===== src/rtl/uart_irq_pkg.sv =====
package uart_irq_pkg;

    localparam int SRC_N      = 4;
    localparam int SRC_RX     = 0;
    localparam int SRC_ERR    = 1;
    localparam int SRC_TX     = 2;
    localparam int SRC_MODEM  = 3;

    localparam int CTRL_FEN_BIT  = 0;
    localparam int CTRL_TRIG_LSB = 8;
    localparam int TRIG_W        = 3;

    typedef enum logic [3:0] {
        OFF_CTRL = 4'h0,
        OFF_PEND = 4'h4,
        OFF_SRC  = 4'h8,
        OFF_MASK = 4'hC
    } reg_off_e;

    function automatic int unsigned level_mult(input int unsigned kind);
        case (kind)
            0:       return 32;
            1, 4:    return 8;
            2, 3:    return 2;
            default: return 0;
        endcase
    endfunction

endpackage


===== src/rtl/uart_irq_txtrig.sv =====
module uart_irq_txtrig
    import uart_irq_pkg::*;
#(
    parameter int unsigned CHAN_KIND = 0,
    parameter int          CNT_W     = 8
) (
    input  logic              clk,
    input  logic              rst_n,
    input  logic              fifo_en,
    input  logic [TRIG_W-1:0] trig_field,
    input  logic [CNT_W-1:0]  tx_cnt,
    output logic              tx_hit
);

    localparam int unsigned MULT  = level_mult(CHAN_KIND);
    localparam int          LVL_W = TRIG_W + 6;
    localparam int          CMP_W = (CNT_W > LVL_W) ? CNT_W : LVL_W;

    logic [LVL_W-1:0] level;

    generate
        if (MULT == 0) begin : g_no_level
            assign level = '0;
        end else begin : g_scaled
            assign level = LVL_W'(trig_field) * LVL_W'(MULT);
        end
    endgenerate

    assign tx_hit = fifo_en && (CMP_W'(tx_cnt) <= CMP_W'(level));

    AST_EMPTY_FIFO_HITS: assert property (@(posedge clk) disable iff (!rst_n)
        (fifo_en && tx_cnt == '0) |-> tx_hit);

    AST_LEVEL_CAP: assert property (@(posedge clk) disable iff (!rst_n)
        (fifo_en && CMP_W'(tx_cnt) > CMP_W'(7 * MULT)) |-> !tx_hit);

endmodule


===== src/rtl/uart_irq_srcreg.sv =====
module uart_irq_srcreg #(
    parameter int N = 4
) (
    input  logic         clk,
    input  logic         rst_n,
    input  logic [N-1:0] set_i,
    input  logic [N-1:0] clr_i,
    output logic [N-1:0] src_q
);

    always_ff @(posedge clk) begin
        if (!rst_n) begin
            src_q <= '0;
        end else begin
            src_q <= (src_q & ~clr_i) | set_i;
        end
    end

    AST_SET_STICKS: assert property (@(posedge clk) disable iff (!rst_n)
        (set_i != '0) |=> ((src_q & $past(set_i)) == $past(set_i)));

    AST_CLEAR_TAKES: assert property (@(posedge clk) disable iff (!rst_n)
        ((clr_i & ~set_i) != '0) |=> ((src_q & $past(clr_i & ~set_i)) == '0));

endmodule


===== src/rtl/uart_irq_unit.sv =====
module uart_irq_unit
    import uart_irq_pkg::*;
#(
    parameter int unsigned CHAN_KIND = 0,
    parameter int          CNT_W     = 8,
    parameter int          ADDR_W    = 4,
    parameter int          DATA_W    = 32
) (
    input  logic              clk,
    input  logic              rst_n,
    input  logic              wr_en,
    input  logic              rd_en,
    input  logic [ADDR_W-1:0] addr,
    input  logic [DATA_W-1:0] wdata,
    output logic [DATA_W-1:0] rdata,
    input  logic              rx_evt,
    input  logic              err_evt,
    input  logic              tx_evt,
    input  logic              modem_evt,
    input  logic [CNT_W-1:0]  tx_fifo_cnt,
    output logic              irq
);

    logic              fen_q;
    logic [TRIG_W-1:0] trig_q;
    logic [SRC_N-1:0]  mask_q;
    logic [SRC_N-1:0]  src_q;
    logic [SRC_N-1:0]  set_v;
    logic [SRC_N-1:0]  clr_v;
    logic [SRC_N-1:0]  pend;
    logic              tx_hit;
    logic              hit_ctrl, hit_pend, hit_src, hit_mask;
    logic              unused_wdata;

    assign hit_ctrl = (addr == ADDR_W'(OFF_CTRL));
    assign hit_pend = (addr == ADDR_W'(OFF_PEND));
    assign hit_src  = (addr == ADDR_W'(OFF_SRC));
    assign hit_mask = (addr == ADDR_W'(OFF_MASK));
    assign unused_wdata = ^wdata;

    always_ff @(posedge clk) begin
        if (!rst_n) begin
            fen_q  <= 1'b0;
            trig_q <= '0;
            mask_q <= '0;
        end else if (wr_en) begin
            if (hit_ctrl) begin
                fen_q  <= wdata[CTRL_FEN_BIT];
                trig_q <= wdata[CTRL_TRIG_LSB +: TRIG_W];
            end
            if (hit_mask) begin
                mask_q <= wdata[SRC_N-1:0];
            end
        end
    end

    uart_irq_txtrig #(.CHAN_KIND(CHAN_KIND), .CNT_W(CNT_W)) u_trig (
        .clk        (clk),
        .rst_n      (rst_n),
        .fifo_en    (fen_q),
        .trig_field (trig_q),
        .tx_cnt     (tx_fifo_cnt),
        .tx_hit     (tx_hit)
    );

    always_comb begin
        set_v            = '0;
        set_v[SRC_RX]    = rx_evt;
        set_v[SRC_ERR]   = err_evt;
        set_v[SRC_TX]    = tx_evt | tx_hit;
        set_v[SRC_MODEM] = modem_evt;
        clr_v = (wr_en && (hit_pend || hit_src)) ? wdata[SRC_N-1:0] : '0;
    end

    uart_irq_srcreg #(.N(SRC_N)) u_src (
        .clk   (clk),
        .rst_n (rst_n),
        .set_i (set_v),
        .clr_i (clr_v),
        .src_q (src_q)
    );

    assign pend = src_q & ~mask_q;
    assign irq  = |pend;

    always_comb begin
        rdata = '0;
        if (rd_en) begin
            if (hit_ctrl) begin
                rdata[CTRL_FEN_BIT]                 = fen_q;
                rdata[CTRL_TRIG_LSB +: TRIG_W]      = trig_q;
            end else if (hit_pend) begin
                rdata[SRC_N-1:0] = pend;
            end else if (hit_src) begin
                rdata[SRC_N-1:0] = src_q;
            end else if (hit_mask) begin
                rdata[SRC_N-1:0] = mask_q;
            end
        end
    end

    AST_FULL_MASK_QUIET: assert property (@(posedge clk) disable iff (!rst_n)
        (wr_en && hit_mask && (&wdata[SRC_N-1:0])) |=> !irq);

    AST_TX_THRESHOLD_SETS: assert property (@(posedge clk) disable iff (!rst_n)
        tx_hit |=> src_q[SRC_TX]);

    AST_PEND_CLEAR: assert property (@(posedge clk) disable iff (!rst_n)
        (wr_en && hit_pend && !rx_evt && wdata[SRC_RX]) |=> !src_q[SRC_RX]);

endmodule


===== config.mk =====
export PLATFORM = sky130hd
export DESIGN_NAME = uart_irq_unit
export DESIGN_NICKNAME = d
export VERILOG_FILES = /design/src/rtl/uart_irq_pkg.sv /design/src/rtl/uart_irq_txtrig.sv /design/src/rtl/uart_irq_srcreg.sv /design/src/rtl/uart_irq_unit.sv
export SDC_FILE = /design/constraint.sdc
export NUM_CORES = 1
export LEC_CHECK = 0
export ABC_AREA = 0
export BUFFER_PORTS_ARGS = -buffer_cell sky130_fd_sc_hd__buf_2
export CAP_MARGIN = 20
export CORE_MARGIN = 4
export CORE_UTILIZATION = 38
export CTS_CLUSTER_SIZE = 28
export DETAILED_ROUTE_END_ITERATION = 10
export GPL_TIMING_DRIVEN = 0
export PLACE_DENSITY = 0.78
export SETUP_SLACK_MARGIN = 0.4
export SLEW_MARGIN = 25
export SYNTH_ARGS = -nofsm -noshare
export SYNTH_HDL_FRONTEND = slang
export SYNTH_HIERARCHICAL = 1
export SYNTH_SLANG_ARGS = --single-unit
export TNS_END_PERCENT = 10

===== constraint.sdc =====
create_clock -name clk -period 2.2 [get_ports clk]
set_clock_uncertainty 0.05 [all_clocks]
set_input_delay 0.11 -clock clk [delete_from_list [all_inputs] [get_ports clk]]
set_output_delay 0.11 -clock clk [all_outputs]
set_load 0.005 [all_outputs]

==> flow_metrics.env, run 1 <==
export IMPL_grt_start_max_net_pins=11
export IMPL_slowest_delay_ps=420
export IMPL_synth_largest_area_cell="dfxtp_1"
export IMPL_maxSlewViolCount=0
export IMPL_crit_path_start_kind="flop"
export IMPL_drcViolationCount=0
export IMPL_first_global_vias=798
export IMPL_min_period_ps=1870
export IMPL_hold_class="in -> reg"
export IMPL_antenna_found_initial=0
export IMPL_cts_root_buf="clkbuf_4"
export IMPL_setup_tns_ps=0
export IMPL_synth_mux_area_share_pct=7.87
export IMPL_ys_top_cells_by_area="dfxtp_1 (24%), buf_4 (18%), nand2_1 (8.1%)"
export IMPL_vias=915
export IMPL_via_per_inst=4.14
export IMPL_seq_power_share_pct=42.2
export IMPL_crit_reg2reg_launch="trig_q[0]"
export IMPL_layout_nets=247
export IMPL_outcome="complete, no violations"
export IMPL_antenna_left=0
export IMPL_ys_flop_type="dfxtp_1"
export IMPL_rows=18
export IMPL_setup_viol=0
export IMPL_layout_cells_most_common="buf_2"
export IMPL_cap_viol_max_count=0
export IMPL_synth_area_um2=1020
export IMPL_hold_end="trig_q[0]"
export IMPL_synthSimpleGateAreaFrac_pct=28.4
export IMPL_cp_cell_sequence="ha_1 > or4b_1 > or4_1 > a21boi_1 > or2_2 > o21a_1"
export IMPL_layout_area_overhead_vs_synth_pct=36.2
export IMPL_synth_top_family_by_area="simple AND/OR/NAND/NOR gates"
export IMPL_drive_gt1_share_pct=39.3
export IMPL_power_switching_uw=144
export IMPL_hold_violations=0
export IMPL_cts_made_buffers=3
export IMPL_synth_edf_count=0
export IMPL_clk_latency_ps=270
export IMPL_clock_sinks=12
export IMPL_portBuffers=33
export IMPL_n_fill_cell=271
export IMPL_combPwrFrac_pct=25.4
export IMPL_cts_clk_slew_worst_paths_ps=70
export IMPL_hp_start="wdata[8]"
export IMPL_power_uw=549
export IMPL_totalWireLength_mm=2.24
export IMPL_max_freq_ghz=0.535
export IMPL_wl_per_cell_um=10.1
export IMPL_synth_xor_area_share_pct=0.861
export IMPL_power_density_nw_per_um2=396
export IMPL_r2r_slack_ps=330
export IMPL_path_class="reg -> reg"
export IMPL_synth_seq_area_share_pct=23.6
export IMPL_worstSetupEndpointType="flop"
export IMPL_arrival_ps=2040
export IMPL_crit_required_ps=2370
export IMPL_grt_usage_pct=12.1
export IMPL_irDropWorstVdd_uv=240
export IMPL_crit_family="simple AND/OR/NAND/NOR gates"
export IMPL_core_area_um2=2520
export IMPL_async_flop_share_pct=0
export IMPL_cp_max_fo=2
export IMPL_synth_yosys_warnings=6
export IMPL_io_pins=85
export IMPL_min_path_cells=3
export IMPL_grt_pass1_wl_mm=3.39
export IMPL_drtIter0Drc=36
export IMPL_die_h_um=59.7
export IMPL_avgSynthCellArea_um2=8.07
export IMPL_yosys_area_share_adder_pct=3.69
export IMPL_insertedDiodeCount=0
export IMPL_final_cell_mix="buf_2 (36), buf_4 (26), conb_1 (25)"
export IMPL_worst_path_buf_inv=0
export IMPL_rsz0062_at_grt="yes"
export IMPL_sw_frac_of_total_pct=26.2
export IMPL_yosysTopAreaCellShare_pct=23.6
export IMPL_synth_compound_area_share_pct=12.3
export IMPL_htree_levels=1
export IMPL_dpl_hpwl_mm=1.86
export IMPL_r2r_cells=6
export IMPL_rr_endpoint="u_src/src_q[2]"
export IMPL_leakagePower_uw=0.000700
export IMPL_cts_path_max_buffers=2
export IMPL_synthCells=126
export IMPL_synth_seq_cells=12
export IMPL_die_area_um2=3570
export IMPL_die_x_um=59.7
export IMPL_overflow=0
export IMPL_start_util_pct=40.3
export IMPL_cp_slowest_cell="or4b_1"
export IMPL_p_int_uw=405
export IMPL_yosysUniqueCellTypes=32
export IMPL_cts_tree="done"
export IMPL_fin_crit_sh_pct=84.9
export IMPL_first_pass_iters=4
export IMPL_power_frac_clock_pct=32.4
export IMPL_gp_congestion=0.799
-- cell usage after synthesis (2+ instances only) --
library cell,count
buf_4,25
nand2_1,22
dfxtp_1,12
mux2i_1,8
and2_1,7
inv_1,7
a21oi_1,5
nor2b_4,4
o21a_1,4
a311oi_1,3
buf_2,3
ha_1,3
nor2_1,3
a211oi_1,2
-- cells by family after synthesis --
group                    after synthesis
AND/OR/NAND/NOR                       47
AO/OA/AOI/OAI                         18
multiplexers                           8
other                                  1
flip-flops                            12
buffers and inverters                 36
adder cells (fa/ha/maj)                3
XOR/XNOR                               1
-- repair_timing --
action                                 in CTS  in global routing
buffers inserted                            1                  0
resized for setup                           1                  0
hold buffers                                3                  0
endpoints found under the hold margin       3                  0
setup endpoints to repair                   1                  1
-- worst min-delay path: cells and delay by family --
kind | cells | cell delay (ps)
simple gates | 1 | 50
mux | 1 | 50
buf+inv | 1 | 100
-- power groups by stage --
stage | combinational (uW) | sequential [uW] | clock, uW
final | 139 | 232 | 178
after global routing | 157 | 233 | 186
after CTS | 138 | 232 | 180
after detailed placement | 133 | 237 | 0
after global placement | 131 | 237 | 0
after floorplan | 96.3 | 234 | 0
-- worst max-delay path by stage --
stage	end	start	depth (start not counted)
6_report	u_src/src_q[2]	trig_q[0]	6
5_1_grt	u_src/src_q[2]	trig_q[0]	6
4_1_cts	u_src/src_q[2]	trig_q[0]	6
3_5_place_dp	u_src/src_q[2]	trig_q[0]	6
3_3_place_gp	u_src/src_q[2]	trig_q[0]	6
2_1_floorplan	u_src/src_q[2]	trig_q[0]	6
-- stage by stage --
stage | cell area [um2] | setup slack, ps | cells | hold WS (ps) | util, %
3_5_place_dp | 1310 | 310 | 213 | 272 | 51.9
2_1_floorplan | 1110 | 429 | 150 | 177 | -
6_report | 1390 | 331 | 221 | 26.3 | 54.9
3_3_place_gp | 1310 | 341 | 213 | 272 | 51.9
5_1_grt | 1390 | 252 | 221 | 48.0 | 54.9
4_1_cts | 1390 | 310 | 221 | 23.5 | 54.9
-- registers in the layout (all words and copies together), names as in the netlist --
| register | cells |
|---|---|
| fen_q | 1 |
| mask_q | 4 |
| trig_q | 3 |
| u_src/src_q | 4 |
-- cell type report --
type / instances / area (um2) / area share (%)
plain buffers: 29 / 206 / 14.9
multi-input cells: 102 / 634 / 45.8
repair buffers: 37 / 203 / 14.6
inverters: 7 / 26.3 / 1.90
flip-flops and latches: 12 / 241 / 17.4
clock buffers: 4 / 36.3 / 2.62
well taps: 30 / 37.5 / 2.71
-- layer usage --
layer	GRT usage (%)	vias to the layer above	routed length (um)
met4	5.70	0	24
met1	16.0	379	947
li1	-	498	-
met3	0.432	2	210
met5	0	-	0
met2	20.2	36	1060
No activity file was read; power rests on OpenSTA's default activity.
==> run 2, diff against run 1 <==
ABC_AREA = 1   (was 0)
CORE_UTILIZATION = 36   (was 38)
PLACE_DENSITY = 0.75   (was 0.78)
clock period = 1.7 ns   (was 2.2 ns; I/O delays follow)
==> run 2 against run 1 <==
Net effect:
- first-iteration DRC count shrank 22%
- hold slack lost 15 ps
- sequential power grew 29%
- clock power shrank 3%
- final cell count grew 31%
- critical path depth grew 2
- global-route usage grew 0.34 points
- total power grew 26%
- cell area grew 10%
- largest power group unchanged
==> flow_metrics.env, run 2 <==
export IMPL_outcome="complete, no violations"
export IMPL_avgSynthCellArea_um2=5.84
export IMPL_htree_levels=1
export IMPL_post_cts_buffers=0
export IMPL_drtIter0Drc=28
export IMPL_synth_area_um2=1110
export IMPL_insertedDiodeCount=0
export IMPL_crit_path_start_kind="flop"
export IMPL_final_cell_mix="nand2_1 (50), inv_1 (36), buf_2 (35)"
export IMPL_synth_most_common_cell="nand2_1"
export IMPL_dpl_hpwl_mm=1.99
export IMPL_first_pass_iters=4
export IMPL_slowest_delay_ps=340
export IMPL_hold_class="in -> reg"
export IMPL_ys_flop_type="dfxtp_1"
export IMPL_worstSetupEndpointType="flop"
export IMPL_drive_gt1_share_pct=31.0
export IMPL_yosys_area_share_adder_pct=3.37
export IMPL_via_per_inst=3.87
export IMPL_crit_family="simple AND/OR/NAND/NOR gates"
export IMPL_layout_nets=315
export IMPL_drcViolationCount=0
export IMPL_synth_xor_area_share_pct=0
export IMPL_io_pins=85
export IMPL_pre_cts_ws_ps=342
export IMPL_cap_viol_max_count=0
export IMPL_fin_ws_ps=356
export IMPL_vias=1119
export IMPL_maxSlewViolCount=0
export IMPL_crit_required_ps=1810
export IMPL_gp_congestion=0.754
export IMPL_clk_latency_ps=270
export IMPL_worst_path_buf_inv=2
export IMPL_antenna_found_initial=0
export IMPL_first_global_vias=987
export IMPL_cts_root_buf="clkbuf_4"
export IMPL_max_freq_ghz=0.744
export IMPL_power_density_nw_per_um2=450
export IMPL_overflow=0
export IMPL_rows=19
export IMPL_portBuffers=34
export IMPL_async_flop_share_pct=0
export IMPL_synthCells=191
export IMPL_setup_viol=0
export IMPL_min_period_ps=1340
export IMPL_cts_path_max_buffers=2
export IMPL_die_h_um=63.7
export IMPL_die_x_um=63.7
export IMPL_synth_seq_cells=12
export IMPL_cts_made_buffers=3
export IMPL_synth_commonest_cells="nand2_1 (50), inv_1 (38), nor2_1 (33)"
export IMPL_clock_sinks=12
export IMPL_synth_seq_area_share_pct=21.5
export IMPL_cts_clk_slew_worst_paths_ps=70
export IMPL_grt_usage_pct=12.5
export IMPL_synth_compound_area_share_pct=3.93
export IMPL_arrival_ps=1460
export IMPL_cp_max_fo=3
export IMPL_synth_largest_area_cell="dfxtp_1"
export IMPL_synth_top_family_by_area="simple AND/OR/NAND/NOR gates"
export IMPL_place_inst=280
export IMPL_layout_area_overhead_vs_synth_pct=37.3
export IMPL_cp_cell_sequence="inv_2 > ha_4 > nand3b_1 > nand2_1 > a21oi_2 > or2_4 > inv_1 > a21oi_1"
export IMPL_grt_pass1_wl_mm=4.17
export IMPL_cts_tree="done"
export IMPL_path_class="reg -> reg"
export IMPL_core_area_um2=2850
export IMPL_die_area_um2=4050
export IMPL_wl_per_cell_um=8.35
export IMPL_irDropWorstVdd_uv=276
export IMPL_hold_violations=0
export IMPL_top_regs="mask_q x4, u_src/src_q x4, trig_q x3"
export IMPL_ys_top_cells_by_area="dfxtp_1 (22%), buf_4 (17%), nand2_1 (17%)"
export IMPL_layout_cells_most_common="nand2_1"
export IMPL_synthSimpleGateAreaFrac_pct=39.4
export IMPL_start_util_pct=39.1
export IMPL_rsz0062_at_grt="yes"
export IMPL_cp_slowest_cell="dfxtp_2"
export IMPL_synth_edf_count=0
export IMPL_final_cells=289
export IMPL_synth_yosys_warnings=6
export IMPL_synth_mux_area_share_pct=0
export IMPL_fin_crit_sh_pct=79.1
export IMPL_leakagePower_uw=0.000941
export IMPL_antenna_left=0
export IMPL_grt_start_max_net_pins=11
export IMPL_yosysUniqueCellTypes=23
export IMPL_yosysTopAreaCellShare_pct=21.5
export IMPL_totalWireLength_mm=2.41
export IMPL_setup_tns_ps=0
## run 2: cell types whose count changed after synthesis, moves of 2 or more
cell and change:
inv_1 +31, nor2_1 +30, nand2_1 +28, mux2i_1 -8, and2_1 -7, nand3_1 +6
nor2b_4 -4, o21a_1 -4, a311oi_1 -3, a211oi_1 -2, buf_2 -2, nor3_1 +2
## run 2: area by class of cell
class	count	area (um2)
clock buffers	3	22.5
repair buffers	40	230
multi-input cells	137	646
flip-flops and latches	12	243
inverters	39	146
plain buffers	27	204
fillers	307	1320
well taps	31	38.8
## run 2: worst min-delay path, delay by kind of cell
kind                   cells  cell delay [ps]
buffers and inverters      1               90
AND/OR/NAND/NOR            2              120
## run 2: layer usage
layer	up-vias	share of wire (%)	GRT usage, %
li1	645	-	-
met5	-	0	0
met1	432	45	17.4
met3	2	9.2	2.84
met4	0	0.54	4.04
met2	40	45	18.8
## run 2: worst paths after layout
kind	start	endpoint	slack (ps)	cells after the start
min reg2reg	u_src/src_q[0]	u_src/src_q[0]	440	2
max	trig_q[2]	u_src/src_q[2]	360	8
max reg2reg	trig_q[2]	u_src/src_q[2]	360	8
min	wdata[2]	mask_q[2]	10	3
## run 2: metrics by stage
step                      area [um2]  utilization, %  hold WS (ps)  total power (uW)
after CTS                       1530            53.5         0.703               694
after detailed placement        1430            50.1           272               505
after floorplan                 1220               -           169               444
after global routing            1530            53.6          38.7               748
after global placement          1430            50.1           264               502
final                           1530            53.6          10.8               689
## run 2: cell families after synthesis
family	count (synthesis)
and+or+nand+nor	101
AOI/OAI and AO/OA	8
DFF	12
other	1
buffers and inverters	66
adders and majority gates	3
## run 2: what timing repair did
item | 4_1_cts | 5_1_grt
gates resized for setup | 3 | 1
hold endpoints to repair | 6 | 0
pin swaps | 7 | 2
hold buffers | 6 | 0
endpoints found under the setup margin | 1 | 4
## run 2: power breakdown
group | internal (uW) | total [uW] | switching (uW)
Combinational | 111 | 216 | 105
Sequential | 292 | 300 | 7.41
Clock | 81.9 | 173 | 91.3
Total | 485 | 689 | 204
